$ cat src/rtl/ser_shift_port.sv
module ser_shift_port #(
  parameter int DIV_W   = 8,
  parameter int DIV_RST = 3,
  parameter int NBITS   = 8
) (
  input  logic             clk,
  input  logic             rst_n,
  input  logic             wr_en,
  input  logic [NBITS-1:0] wr_data,
  input  logic             div_wr,
  input  logic [DIV_W-1:0] div_data,
  input  logic             ext_sel,
  input  logic             sck_in,
  input  logic             sdi,
  output logic             sdo,
  output logic             sck_out,
  output logic [NBITS-1:0] rd_data,
  output logic             done,
  output logic             busy
);
  localparam int BC_W = $clog2(NBITS);
  localparam logic [BC_W-1:0] LAST = BC_W'(NBITS - 1);

  logic [NBITS-1:0] sh_q;
  logic [DIV_W-1:0] div_q, cnt_q;
  logic [BC_W-1:0]  bits_q;
  logic             sck_q, samp_q, busy_q, done_q;
  logic [2:0]       sync_q;

  logic tick, ext_rise, ext_fall, rise_ev, fall_ev;

  assign tick     = (cnt_q == div_q);
  assign ext_rise = sync_q[1] & ~sync_q[2];
  assign ext_fall = ~sync_q[1] & sync_q[2];
  assign rise_ev  = ext_sel ? ext_rise : (tick & ~sck_q);
  assign fall_ev  = ext_sel ? ext_fall : (tick & sck_q);

  always_ff @(posedge clk) begin
    if (!rst_n) begin
      sh_q   <= '0;
      div_q  <= DIV_W'(DIV_RST);
      cnt_q  <= '0;
      bits_q <= '0;
      sck_q  <= 1'b0;
      samp_q <= 1'b0;
      busy_q <= 1'b0;
      done_q <= 1'b0;
      sync_q <= '0;
    end else begin
      sync_q <= {sync_q[1:0], sck_in};
      if (div_wr) div_q <= div_data;
      if (wr_en) begin
        sh_q   <= wr_data;
        busy_q <= 1'b1;
        done_q <= 1'b0;
        cnt_q  <= '0;
        bits_q <= '0;
        sck_q  <= 1'b0;
      end else if (busy_q) begin
        cnt_q <= (ext_sel || tick) ? '0 : cnt_q + 1'b1;
        if (ext_sel) sck_q <= 1'b0;
        else if (tick) sck_q <= ~sck_q;
        if (rise_ev) samp_q <= sdi;
        if (fall_ev) begin
          sh_q   <= {sh_q[NBITS-2:0], samp_q};
          bits_q <= bits_q + 1'b1;
          if (bits_q == LAST) begin
            busy_q <= 1'b0;
            done_q <= 1'b1;
          end
        end
      end
    end
  end

  assign sdo     = sh_q[NBITS-1];
  assign sck_out = sck_q;
  assign rd_data = sh_q;
  assign done    = done_q;
  assign busy    = busy_q;
endmodule

$ cat config.mk
export PLATFORM = sky130hd
export DESIGN_NAME = ser_shift_port
export DESIGN_NICKNAME = d
export VERILOG_FILES = /design/src/rtl/ser_shift_port.sv
export SDC_FILE = /design/constraint.sdc
export NUM_CORES = 1
export LEC_CHECK = 0
export ABC_AREA = 1
export BUFFER_PORTS_ARGS = -buffer_cell sky130_fd_sc_hd__buf_2
export CORE_UTILIZATION = 56
export CTS_BUF_LIST = sky130_fd_sc_hd__clkbuf_4
export CTS_CLUSTER_SIZE = 10
export DETAILED_ROUTE_END_ITERATION = 8
export GPL_TIMING_DRIVEN = 0
export PLACE_DENSITY = 0.87
export REMOVE_ABC_BUFFERS = 1
export SLEW_MARGIN = 20
export SYNTH_ARGS = -nofsm -noshare
export SYNTH_HDL_FRONTEND = slang
export SYNTH_SLANG_ARGS = --single-unit
$ cat constraint.sdc
create_clock -name clk -period 1.4 [get_ports clk]
set_input_delay 0.07 -clock clk [delete_from_list [all_inputs] [get_ports clk]]
set_output_delay 0.07 -clock clk [all_outputs]
set_load 0.01 [all_outputs]
# Word level (Yosys, flattened, before mapping)
# Cells that the tools add are included.
word_totals:
  regBits: 34
  in_bits: 23
  output_inout_bits: 12
  word_cells: 44
classes:
  n_addsub: 2
  n_eq_ne: 2
  n_mux: 12
  bitwise: 9
  reduce_logical: 10
ops:
  columns: ["op", "count"]
  rows:
  - ["$mux W8", 4]
  - ["$add A8 B1 Y8 const B", 1]
  - ["$eq A8 B8 Y1", 1]
  - ["$mux W1", 8]
  - ["$reduce_and A2 Y1", 3]
  - ["$reduce_and A3 Y1", 2]
  - ["$reduce_bool A2 Y1", 3]
  - ["$not A1 Y1", 5]
  - ["$and A1 B1 Y1", 4]
  - ["$add A3 B1 Y3 const B", 1]
  - ["$eq A3 B3 Y1 const B", 1]
  - ["$reduce_or A2 Y1", 1]
  - ["$logic_or A1 B1 Y1", 1]

# Depth between registers and ports, before layout
# Gate-level depths: netlist (run 1).
logic_depth:
  ltp_word: 6
  mapped_depth: 12
  mapped_depth_nobuf: 12

# Worst setup path before layout (run 1)
# Ideal clock, no wire load.
synth_timing:
  kind: "register to register"
  start: "register busy_q, in the netlist busy"
  end: "register cnt_q[7]"
  setup_time_ns: 0.116
  t_arrival_ns: 1.177
  slack_ns: 0.107
  stages_incl_launch_ff: 8
  path_buffers: 1
  synth_period_minus_slack_ns: 1.293
  cell_sequence: "dfxtp_1 > buf_4 > nand2_1 > nor2_1 > nand4_1 > nor2_1 > xnor2_1 > nor2_1"
synth_lines:
  columns: ["item", "line_no", "source"]
  rows:
  - ["from (decl)", "27", "logic sck_q, samp_q, busy_q, done_q;"]
  - ["from (signal assigned)", "46", "busy_q <= 1'b0;"]
  - ["from (signal assigned)", "54", "busy_q <= 1'b1;"]
  - ["from (signal assigned)", "68", "busy_q <= 1'b0;"]
  - ["to (signal assigned)", "60", "cnt_q <= (ext_sel || tick) ? '0 : cnt_q + 1'b1;"]
  - ["to (decl)", "25", "logic [DIV_W-1:0] div_q, cnt_q;"]

# Worst setup path in the final report (run 1)
layout_timing:
  start: "register cnt_q[3]"
  end: "register sh_q[7], in the netlist rd_data[7]"
layout_via:
  elab_chain_cells: 5
layout_rtl:
  columns: ["item", "line_no", "source"]
  rows:
  - ["$eq A8 B8 Y1", "32", "assign tick = (cnt_q == div_q);"]
  - ["$and A1 B1 Y1", "36", "assign fall_ev = ext_sel ? ext_fall : (tick & sck_q);"]
  - ["$mux W1", "36", null]
  - ["$reduce_bool A2 Y1 (no source line)", null, null]
  - ["$reduce_and A2 Y1 (no source line)", null, null]
  - ["to (signal assigned)", "53", "sh_q <= wr_data;"]
  - ["to (signal assigned)", "65", "sh_q <= {sh_q[NBITS-2:0], samp_q};"]
  - ["to (decl)", "24", "logic [NBITS-1:0] sh_q;"]
# No other way between the ends.
# A chain may end at the register's enable or synchronous reset.

==> run summary, run 1 <==
Tcrit/Tclk final: 102.5%
FF-to-FF End: rd_data[7]
CTS root buffer: clkbuf_4
Syn avg cell area: 7.610 um^2
Row cnt: 19
Leakage: 0.0009652 uW
Drt initial violations: 95
Post-synth top area share: 40.66%
Final wirelength: 4166 um
DIE WIDTH: 56.68 um
Critical Path RT: 1.64 ns
Hold WC Path Type: input port to flop
DRC viols: 0
Internal: 1336 uW
Worst min-delay path endpoint: sync_q[0]
Fin. max-slew vios: 0
WL per Instance: 13.79 um
Final net count: 296
Port bufs: 34
Final Util: 75.96%
Synthesis Warnings: 0
Post-Synthesis Cells: 220
Global route hottest layer: met2
GP Congestion: 0.7917
Clk_skew: 0.007064 ns
Initial Utilization: 59.68%
Placed cells: 280
Tot GR Track Use: 24.35%
Height of the die: 56.68 um
Final min period: 1.436 ns
CTS tree: yes
Pwr Density: 891.2 nW/um^2
Max_cap viols: 0
Unrepaired setup endpoints after global routing: yes
Final WS setup: -0.03565 ns
Clock latency on the worst-skew pair: 0.35 ns
Hold Crit Depth: 3
Non-Filler Instances: 302
Setup crit end kind: flop
Layout area overhead: 27.28%
Hold wc startpoint: rst_n
GRT overflow: 0
Largest net degree at the start of global routing: 13
Net Switching: 563.1 uW
Initial antenna violation count: 0
Via/cell ratio: 5.305
Area leader, netlist: dfxtp_1
Netlist cell types: 28
Net Sw Frac: 29.65%
Antenna cell count: 0
Top cells by area, synth: dfxtp_1 (41%), nand2_1 (12%), nor2_1 (7.0%)
Flops & latches, synth: 34
Logic gate share of total power: 15.6%
FF-to-FF setup slack: -0.04 ns
Count of final hold-check violations: 0
Routed Antenna Nets: 0
WP data arrival: 1.67 ns
Area post-placement: 1849 um^2
Drt pass-1 iters: 4
Mapped Area: 1674 um^2
CTS buffer count: 5
Crit Path Max Fanout: 8
Clk sink count: 34
# setup viols final: 6
Via count: 1602
Sequential cell area fraction in the yosys report: 40.66%
Clock slew at the register clock pins of the worst setup and hold paths: 0.11 ns
M2 GR Usage: 40.65%
Crit path kind: flop to flop
Worst-Margin Slew: 0.4623 ns
Peak VDD IR: 0.7867 mV
First-pass GRT wire length: 5865 um
Post-route cell area: 2131 um^2
Fmax: 696.6 MHz
Core box area: 2805 um^2
RR Startpoint: cnt_q[3]
M3 GR Usage: 8.065%
Final HPWL DP: 2312 um
Clock power share: 29.8%
Violated checks: negative setup slack
Vias in the first global route: 1435
Die footprint: 3212 um^2
CTS H-tree lvls: 2
Reg power frac: 54.6%
Ports: 35
Fill count: 183
Status: finished, violations left
CTS Buffer Depth: 2
Rel. slew slack: 69.07%
CP startpoint kind: flop
Met1 usage: 27.06%
Layout cells sized above 1: 37.27%
Worst reg2reg path depth: 8
-- through the flow --
stage / total power (uW) / setup WS, ns / hold WS, ns / setup TNS [ns]
final: 1899 / -0.03565 / 0.01612 / -0.1489
after global routing: 1959 / -0.1119 / 0.03239 / -0.8935
after CTS: 1851 / 0.008048 / 0.009077 / 0
after detailed placement: 1288 / -0.1007 / 0.2578 / -0.1772
after global placement: 1280 / -0.06686 / 0.2496 / -0.1185
after floorplan: 1202 / 0.05483 / 0.1541 / 0
-- area by class of cell --
class                      count  area, um^2  share of cell area [%]
clock buffer                   6       45.04                   2.114
clock inverter                 2       8.758                  0.4110
inverter                      22       87.58                   4.110
multi-input combinational    159       949.7                   44.57
sequential                    34       700.7                   32.88
tap                           31       38.79                   1.820
timing repair buffer          48       300.3                   14.09
-- what timing repair did --
action / 4_1_cts / 5_1_grt
pin swaps: 0 / 8
cloned: 0 / 0
endpoints found under the hold margin: 8 / 0
setup buffers: 0 / 4
gates resized for setup: 3 / 29
setup endpoints to repair: 8 / 22
hold buffers: 10 / 0
-- cell usage after synthesis --
master,n
nor3_1,1
nor2_1,31
nand4_1,3
xor2_1,3
a211oi_2,1
inv_2,1
o21ai_1,3
clkinv_1,2
nand3b_1,2
nor3b_2,1
ha_1,3
o21ai_0,8
nor2_2,1
nand3_1,10
buf_4,2
clkinv_4,1
clkbuf_1,2
a21oi_2,8
nand2_4,4
dfxtp_1,34
nand2_1,54
a21oi_1,7
buf_6,1
nor2_4,1
inv_1,18
xnor2_1,7
nand3_4,2
nand2_2,9
-- flip-flops by register name, indices dropped and copies added (netlist names) --
name and cells:
div_q 8, sync_q 3, bits_q 3, done 1, samp_q 1, cnt_q 8
sck_out 1, busy 1, rd_data 8
-- power groups by stage --
stage | logic [uW] | registers, uW | clock network, uW
after floorplan | 147 | 1060 | 0
after global placement | 228 | 1050 | 0
after detailed placement | 233 | 1050 | 0
after CTS | 257 | 1030 | 561
after global routing | 322 | 1040 | 595
final | 296 | 1040 | 565
-- worst max-delay path: stages, from the launching register on --
cell and delay, ns:
dfxtp_4 0.38, xnor2_2 0.15, nand2_1 0.11, nor2_4 0.15, nand3_4 0.11, nand3_4 0.16, nand2_8 0.11, nand2_2 0.11
a21oi_2 0.05
-- how the worst max path moves through the flow --
| stage | end | slack, ns | start | cells after the start |
|---|---|---|---|---|
| floorplan | cnt_q[7] | 0.05 | busy | 6 |
| global placement | cnt_q[7] | -0.07 | busy | 6 |
| detailed placement | cnt_q[7] | -0.10 | busy | 6 |
| CTS | rd_data[0] | 0.008 | cnt_q[7] | 8 |
| global route | rd_data[7] | -0.11 | cnt_q[2] | 8 |
| finish | rd_data[7] | -0.04 | cnt_q[3] | 8 |
-- cell usage in the layout (no fill, tap or decap), drive strengths merged --
cell type and n:
xor2 3, inv 19, o21ai 11, ha 3, nor3 1, dlygate4sd3 10, nand2 67, clkinv 5
nand3 12, xnor2 7, clkbuf 6, dfxtp 34, nor3b 1, buf 38, nand3b 2, nand4 3
a211oi 1, nor2 33, a21oi 15
-- logic make-up after synthesis --
logic type / after synthesis / share of synthesized area (%)
xor gates and xnor gates: 10 / 5.232
and+or+nand+nor: 119 / 34.30
adders and majority gates: 3 / 2.242
DFF: 34 / 40.66
buffers and inverters: 27 / 7.249
AOI/OAI and AO/OA: 27 / 10.31
-- layer usage --
layer	vias up	wire length (um)
met5	-	0
met4	0	85
met3	8	227
met2	62	2197
met1	737	1656
li1	795	-
Power figures use the tool's default switching activity.
==> run 2, diff against run 1 <==
--- a/config.mk
+++ b/config.mk
@@ -7,12 +7,14 @@
 export LEC_CHECK = 0
 export ABC_AREA = 1
 export BUFFER_PORTS_ARGS = -buffer_cell sky130_fd_sc_hd__buf_2
-export CORE_UTILIZATION = 56
+export CELL_PAD_IN_SITES_DETAIL_PLACEMENT = 0
+export CELL_PAD_IN_SITES_GLOBAL_PLACEMENT = 1
+export CORE_UTILIZATION = 40
 export CTS_BUF_LIST = sky130_fd_sc_hd__clkbuf_4
 export CTS_CLUSTER_SIZE = 10
 export DETAILED_ROUTE_END_ITERATION = 8
 export GPL_TIMING_DRIVEN = 0
-export PLACE_DENSITY = 0.87
+export PLACE_DENSITY = 0.86
 export REMOVE_ABC_BUFFERS = 1
 export SLEW_MARGIN = 20
 export SYNTH_ARGS = -nofsm -noshare
==> run 2 against run 1 <==
Against the previous run: the run still ends with negative setup slack left; clock skew increased by 0.0020 ns; utilization shrank 22 points; via count is 8.7% lower; combinational power decreased by 6%; critical path type unchanged; largest power group unchanged; setup slack better by 0.0097 ns; highest routed layer unchanged; register-to-register slack hardly changed; sequential share of layout area is 0.053 points lower; count of clock-buffer cells in the layout grew 1; critical path depth unchanged; die area rose by 38%.
==> run summary, run 2 (synthesis gave the netlist of run 1 again) <==
Antenna cell count: 0
Placed cells: 299
Peak VDD IR: 0.4624 mV
Non-Filler Instances: 316
Ports: 35
Tcrit/Tclk final: 101.9%
Count of final hold-check violations: 0
Initial Utilization: 41.85%
Drt initial violations: 35
Via/cell ratio: 4.627
Worst path cell trace: xnor2_2, nand2_1, nor2_4, nand3_4, nand3_4, nand2_8, nand2_4, a21oi_2
Reg power frac: 55.8%
Leakage: 0.0009831 uW
Die footprint: 4448 um^2
CTS tree: yes
Via count: 1462
Fin. max-slew vios: 0
Layout cells sized above 1: 37.59%
Fmax: 701.3 MHz
Clock latency on the worst-skew pair: 0.33 ns
Largest net degree at the start of global routing: 13
CP startpoint kind: flop
Clk_skew: 0.009057 ns
Hold WC Path Type: input port to flop
Commonest cells after routing, fill and taps aside: nand2_1 (52), buf_2 (34), nor2_1 (30), dfxtp_1 (22), inv_1 (16)
Initial antenna violation count: 0
GP Congestion: 0.7586
Clock power share: 29.0%
Setup TNS: -0.06277 ns
Crit Path Max Fanout: 8
Area occupied by multi-input gates: 983.4 um^2
Violated checks: negative setup slack
Crit-path leading delay family: simple AND/OR/NAND/NOR gates
GRT overflow: 0
Status: finished, violations left
Drt pass-1 iters: 4
Critical path buffer and inverter count: 0
Final HPWL DP: 2403 um
Fill count: 414
Vias in the first global route: 1257
Final min period: 1.426 ns
Layout area overhead: 28.85%
Unrepaired setup endpoints after global routing: yes
Tot GR Track Use: 16.83%
WP data arrival: 1.64 ns
CP max stage cell: dfxtp_4
Commonest non-fill, non-tap cell in the layout: nand2_1
DIE WIDTH: 66.70 um
DRC viols: 0
Crit path kind: flop to flop
# setup viols final: 5
Net Sw Frac: 27.15%
Logic gate share of total power: 15.1%
First-pass GRT wire length: 5568 um
Clock slew at the register clock pins of the worst setup and hold paths: 0.10 ns
CTS H-tree lvls: 2
Final net count: 292
Sequential Area: 708.2 um^2
Critical Path RT: 1.61 ns
Power Total: 1847 uW
CTS Buffer Depth: 2
Port bufs: 34
Rel. slew slack: 69.09%
Final wirelength: 3350 um
Critical path's most frequent cell: nand3_4
Post-route cell area: 2157 um^2
Max_cap viols: 0
Area post-placement: 1873 um^2
Worst-Margin Slew: 0.4625 ns
CTS root buffer: clkbuf_4
Crit-path max cell delay: 0.38 ns
Setup crit end kind: flop
Core box area: 4000 um^2
WL per Instance: 10.60 um
Final WS setup: -0.02591 ns
Routed Antenna Nets: 0
Net Switching: 501.3 uW
Hold slack: 0.01665 ns
Clk sink count: 34
Pwr Density: 856.0 nW/um^2
Internal: 1345 uW
CTS buffer count: 5
Row cnt: 23
Height of the die: 66.70 um
==> run 2: path summary, 6_finish.rpt <==
| path | start | to | slack [ns] | cells after the start |
|---|---|---|---|---|
| hold reg to reg | sync_q[0] | sync_q[1] | 0.43 | 2 |
| hold / removal | div_data[4] | div_q[4] | 0.02 | 3 |
| setup / recovery | cnt_q[3] | rd_data[5] | -0.03 | 8 |
| setup reg to reg | cnt_q[3] | rd_data[5] | -0.03 | 8 |
==> run 2: metrics by stage <==
step / setup slack (ns) / utilization (%)
2_1_floorplan: 0.05483 / -
3_3_place_gp: -0.07414 / 46.83
3_5_place_dp: -0.07318 / 46.83
4_1_cts: 0.005522 / 50.17
5_1_grt: -0.1260 / 53.93
6_report: -0.02591 / 53.93
==> run 2: layout make-up <==
cell class	instances	share of cell area (%)
multi-input cells	159	45.59
flip-flops and latches	34	32.83
repair buffers	44	12.18
inverters	22	4.060
well taps	50	2.900
clock buffers	7	2.436
==> run 2: power groups by stage <==
stage	combinational, uW	clock, uW	sequential (uW)
3_3_place_gp	233	0	1050
6_report	279	536	1030
5_1_grt	313	599	1040
3_5_place_dp	236	0	1050
2_1_floorplan	147	0	1060
4_1_cts	255	565	1030
==> run 2: per-layer routing <==
| layer | part of all wire (%) | track usage [%] |
|---|---|---|
| met5 | 0 | 0 |
| met3 | 3.2 | 4.795 |
| met4 | 1.8 | 7.713 |
| met1 | 50 | 22.66 |
| met2 | 45 | 24.49 |
==> run 2: worst reg2reg max path, stage by stage (launching register included) <==
cell     delay [ns]
dfxtp_4        0.38
xnor2_2        0.12
nand2_1        0.10
nor2_4         0.15
nand3_4        0.11
nand3_4        0.16
nand2_8        0.13
nand2_4        0.11
a21oi_2        0.05
==> run 2: repair_timing <==
item / 4_1_cts / 5_1_grt
hold buffers: 7 / 0
resized for setup: 6 / 34
gates cloned: 0 / 0
pin swaps: 0 / 14
buffers inserted: 0 / 3
hold endpoints to repair: 7 / 0
endpoints found under the setup margin: 21 / 21
==> run 3, diff against run 2 <==
--- a/config.mk
+++ b/config.mk
@@ -20,3 +20,4 @@
 export SYNTH_ARGS = -nofsm -noshare
 export SYNTH_HDL_FRONTEND = slang
 export SYNTH_SLANG_ARGS = --single-unit
+export TNS_END_PERCENT = 5
==> run 3 against run 2 <==
Against the previous run: the flow still finishes with violations (negative setup slack); cell count did not move; final area down 0.12%; total power barely moved; hold slack barely moved; first-iteration DRC count fell by 5.7%; sequential power barely moved; via count shrank 0.34%; critical path type unchanged; critical endpoint unchanged; largest power group unchanged.
==> run summary, run 3 (synthesis gave the netlist of run 1 again) <==
Status: finished, violations left
Violated checks: negative setup slack
Final HPWL DP: 2403 um
Critical path's most frequent cell: nand3_4
Final net count: 292
Die footprint: 4448 um^2
Critical path buffer and inverter count: 0
Fill count: 413
Layout cells sized above 1: 37.22%
Crit-path max cell delay: 0.37 ns
DIE WIDTH: 66.70 um
Antenna cell count: 0
Vias in the first global route: 1257
Reg power frac: 55.8%
M2 GR Usage: 24.49%
Net Sw Frac: 27.14%
Hold slack: 0.01622 ns
Largest net degree at the start of global routing: 13
CTS buffer count: 5
WP data arrival: 1.63 ns
Initial antenna violation count: 0
Tcrit/Tclk final: 101.6%
Met1 usage: 22.66%
CTS H-tree lvls: 2
First-pass GRT wire length: 5568 um
GRT overflow: 0
Max_cap viols: 0
CTS tree: yes
Clk sink count: 34
Ports: 35
Crit path kind: flop to flop
Commonest cells after routing, fill and taps aside: nand2_1 (52), buf_2 (34), nor2_1 (31), dfxtp_1 (22), inv_1 (16)
Layout area overhead: 28.70%
Final WS setup: -0.02179 ns
Via/cell ratio: 4.611
Non-Filler Instances: 316
FF-to-FF End: rd_data[5]
Critical Path RT: 1.61 ns
Global route hottest layer: met2
Height of the die: 66.70 um
Via count: 1457
Clk_skew: 0.009568 ns
# setup viols final: 1
Area occupied by multi-input gates: 980.9 um^2
CTS Buffer Depth: 2
Initial Utilization: 41.85%
Hold Crit Depth: 3
CTS root buffer: clkbuf_4
Hold WC Path Type: input port to flop
Placed cells: 299
Port bufs: 34
CP startpoint kind: flop
Fmax: 703.3 MHz
WL per Instance: 10.59 um
Row cnt: 23
Logic gate share of total power: 15.1%
Fin. max-slew vios: 0
Drt initial violations: 33
Rel. slew slack: 69.07%
FF-to-FF setup slack: -0.02 ns
Routed Antenna Nets: 0
Crit Path Max Fanout: 8
Final wirelength: 3347 um
Hold wc startpoint: div_data[4]
Leakage: 0.0009835 uW
Setup crit end kind: flop
Commonest non-fill, non-tap cell in the layout: nand2_1
Core box area: 4000 um^2
Tot GR Track Use: 16.83%
Internal: 1346 uW
DRC viols: 0
CP max stage cell: dfxtp_4
M3 GR Usage: 4.795%
Net Switching: 501.3 uW
Clock power share: 29.0%
Drt pass-1 iters: 4
Peak VDD IR: 0.4602 mV
Power Total: 1847 uW
Crit-path leading delay family: simple AND/OR/NAND/NOR gates
Pwr Density: 857.4 nW/um^2
Worst min-delay path endpoint: div_q[4]
Worst path cell trace: xnor2_2, nand2_1, nor2_4, nand3_4, nand3_4, nand2_8, nand2_4, a21oi_2
Unrepaired setup endpoints after global routing: yes
Sequential Area: 708.2 um^2
Final min period: 1.422 ns
Worst-Margin Slew: 0.4628 ns
Clock latency on the worst-skew pair: 0.34 ns
RR Startpoint: cnt_q[3]
GP Congestion: 0.7586
Clock slew at the register clock pins of the worst setup and hold paths: 0.10 ns
Count of final hold-check violations: 0
Worst reg2reg path depth: 8
run 3: repair_timing:
item                                    in CTS  in global routing
hold endpoints to repair                     7                  0
pin swaps                                    0                 11
gates resized for setup                      6                 33
setup buffers                                0                  3
endpoints found under the setup margin      21                 21
hold buffers                                 7                  0
run 3: metal layers:
layer | routed length (um) | up-vias | share of wire (%)
met5 | 0 | - | 0
met4 | 59 | 0 | 1.8
met3 | 106 | 6 | 3.2
met2 | 1496 | 21 | 45
met1 | 1684 | 639 | 50
li1 | - | 791 | -
run 3: area by class of cell:
type	count	area share, %
flip-flops and latches	34	32.87
well taps	50	2.904
repair buffers	44	12.20
multi-input cells	159	45.53
inverters	22	4.065
clock buffers	7	2.439
run 3: power by group through the flow:
stage	clock (uW)	sequential, uW	combinational, uW
2_1_floorplan	0	1060	147
3_3_place_gp	0	1050	233
3_5_place_dp	0	1050	236
4_1_cts	565	1030	255
5_1_grt	599	1040	314
6_report	537	1030	280
run 3: worst max path at each step:
stage | from | to | depth (start not counted)
finish | cnt_q[3] | rd_data[5] | 8
floorplan | busy | cnt_q[7] | 6
detailed placement | busy | rd_data[5] | 5
global route | cnt_q[2] | rd_data[5] | 8
CTS | cnt_q[1] | rd_data[5] | 10
global placement | wr_en | rd_data[7] | 6
run 3: metrics by stage:
step           setup TNS [ns]  utilization [%]  area, um^2  setup WS [ns]
2_1_floorplan               0                -        1640        0.05483
3_3_place_gp          -0.5520            46.83        1873       -0.07414
3_5_place_dp          -0.5361            46.83        1873       -0.07318
4_1_cts                     0            50.17        2007       0.005522
5_1_grt               -0.8976            53.86        2155        -0.1268
6_report             -0.02179            53.86        2155       -0.02179
run 3: worst register-to-register path: stages, from the launching register on:
cell and delay (ns):
dfxtp_4 0.37, xnor2_2 0.12, nand2_1 0.10, nor2_4 0.15, nand3_4 0.11, nand3_4 0.15
nand2_8 0.13, nand2_4 0.11, a21oi_2 0.05
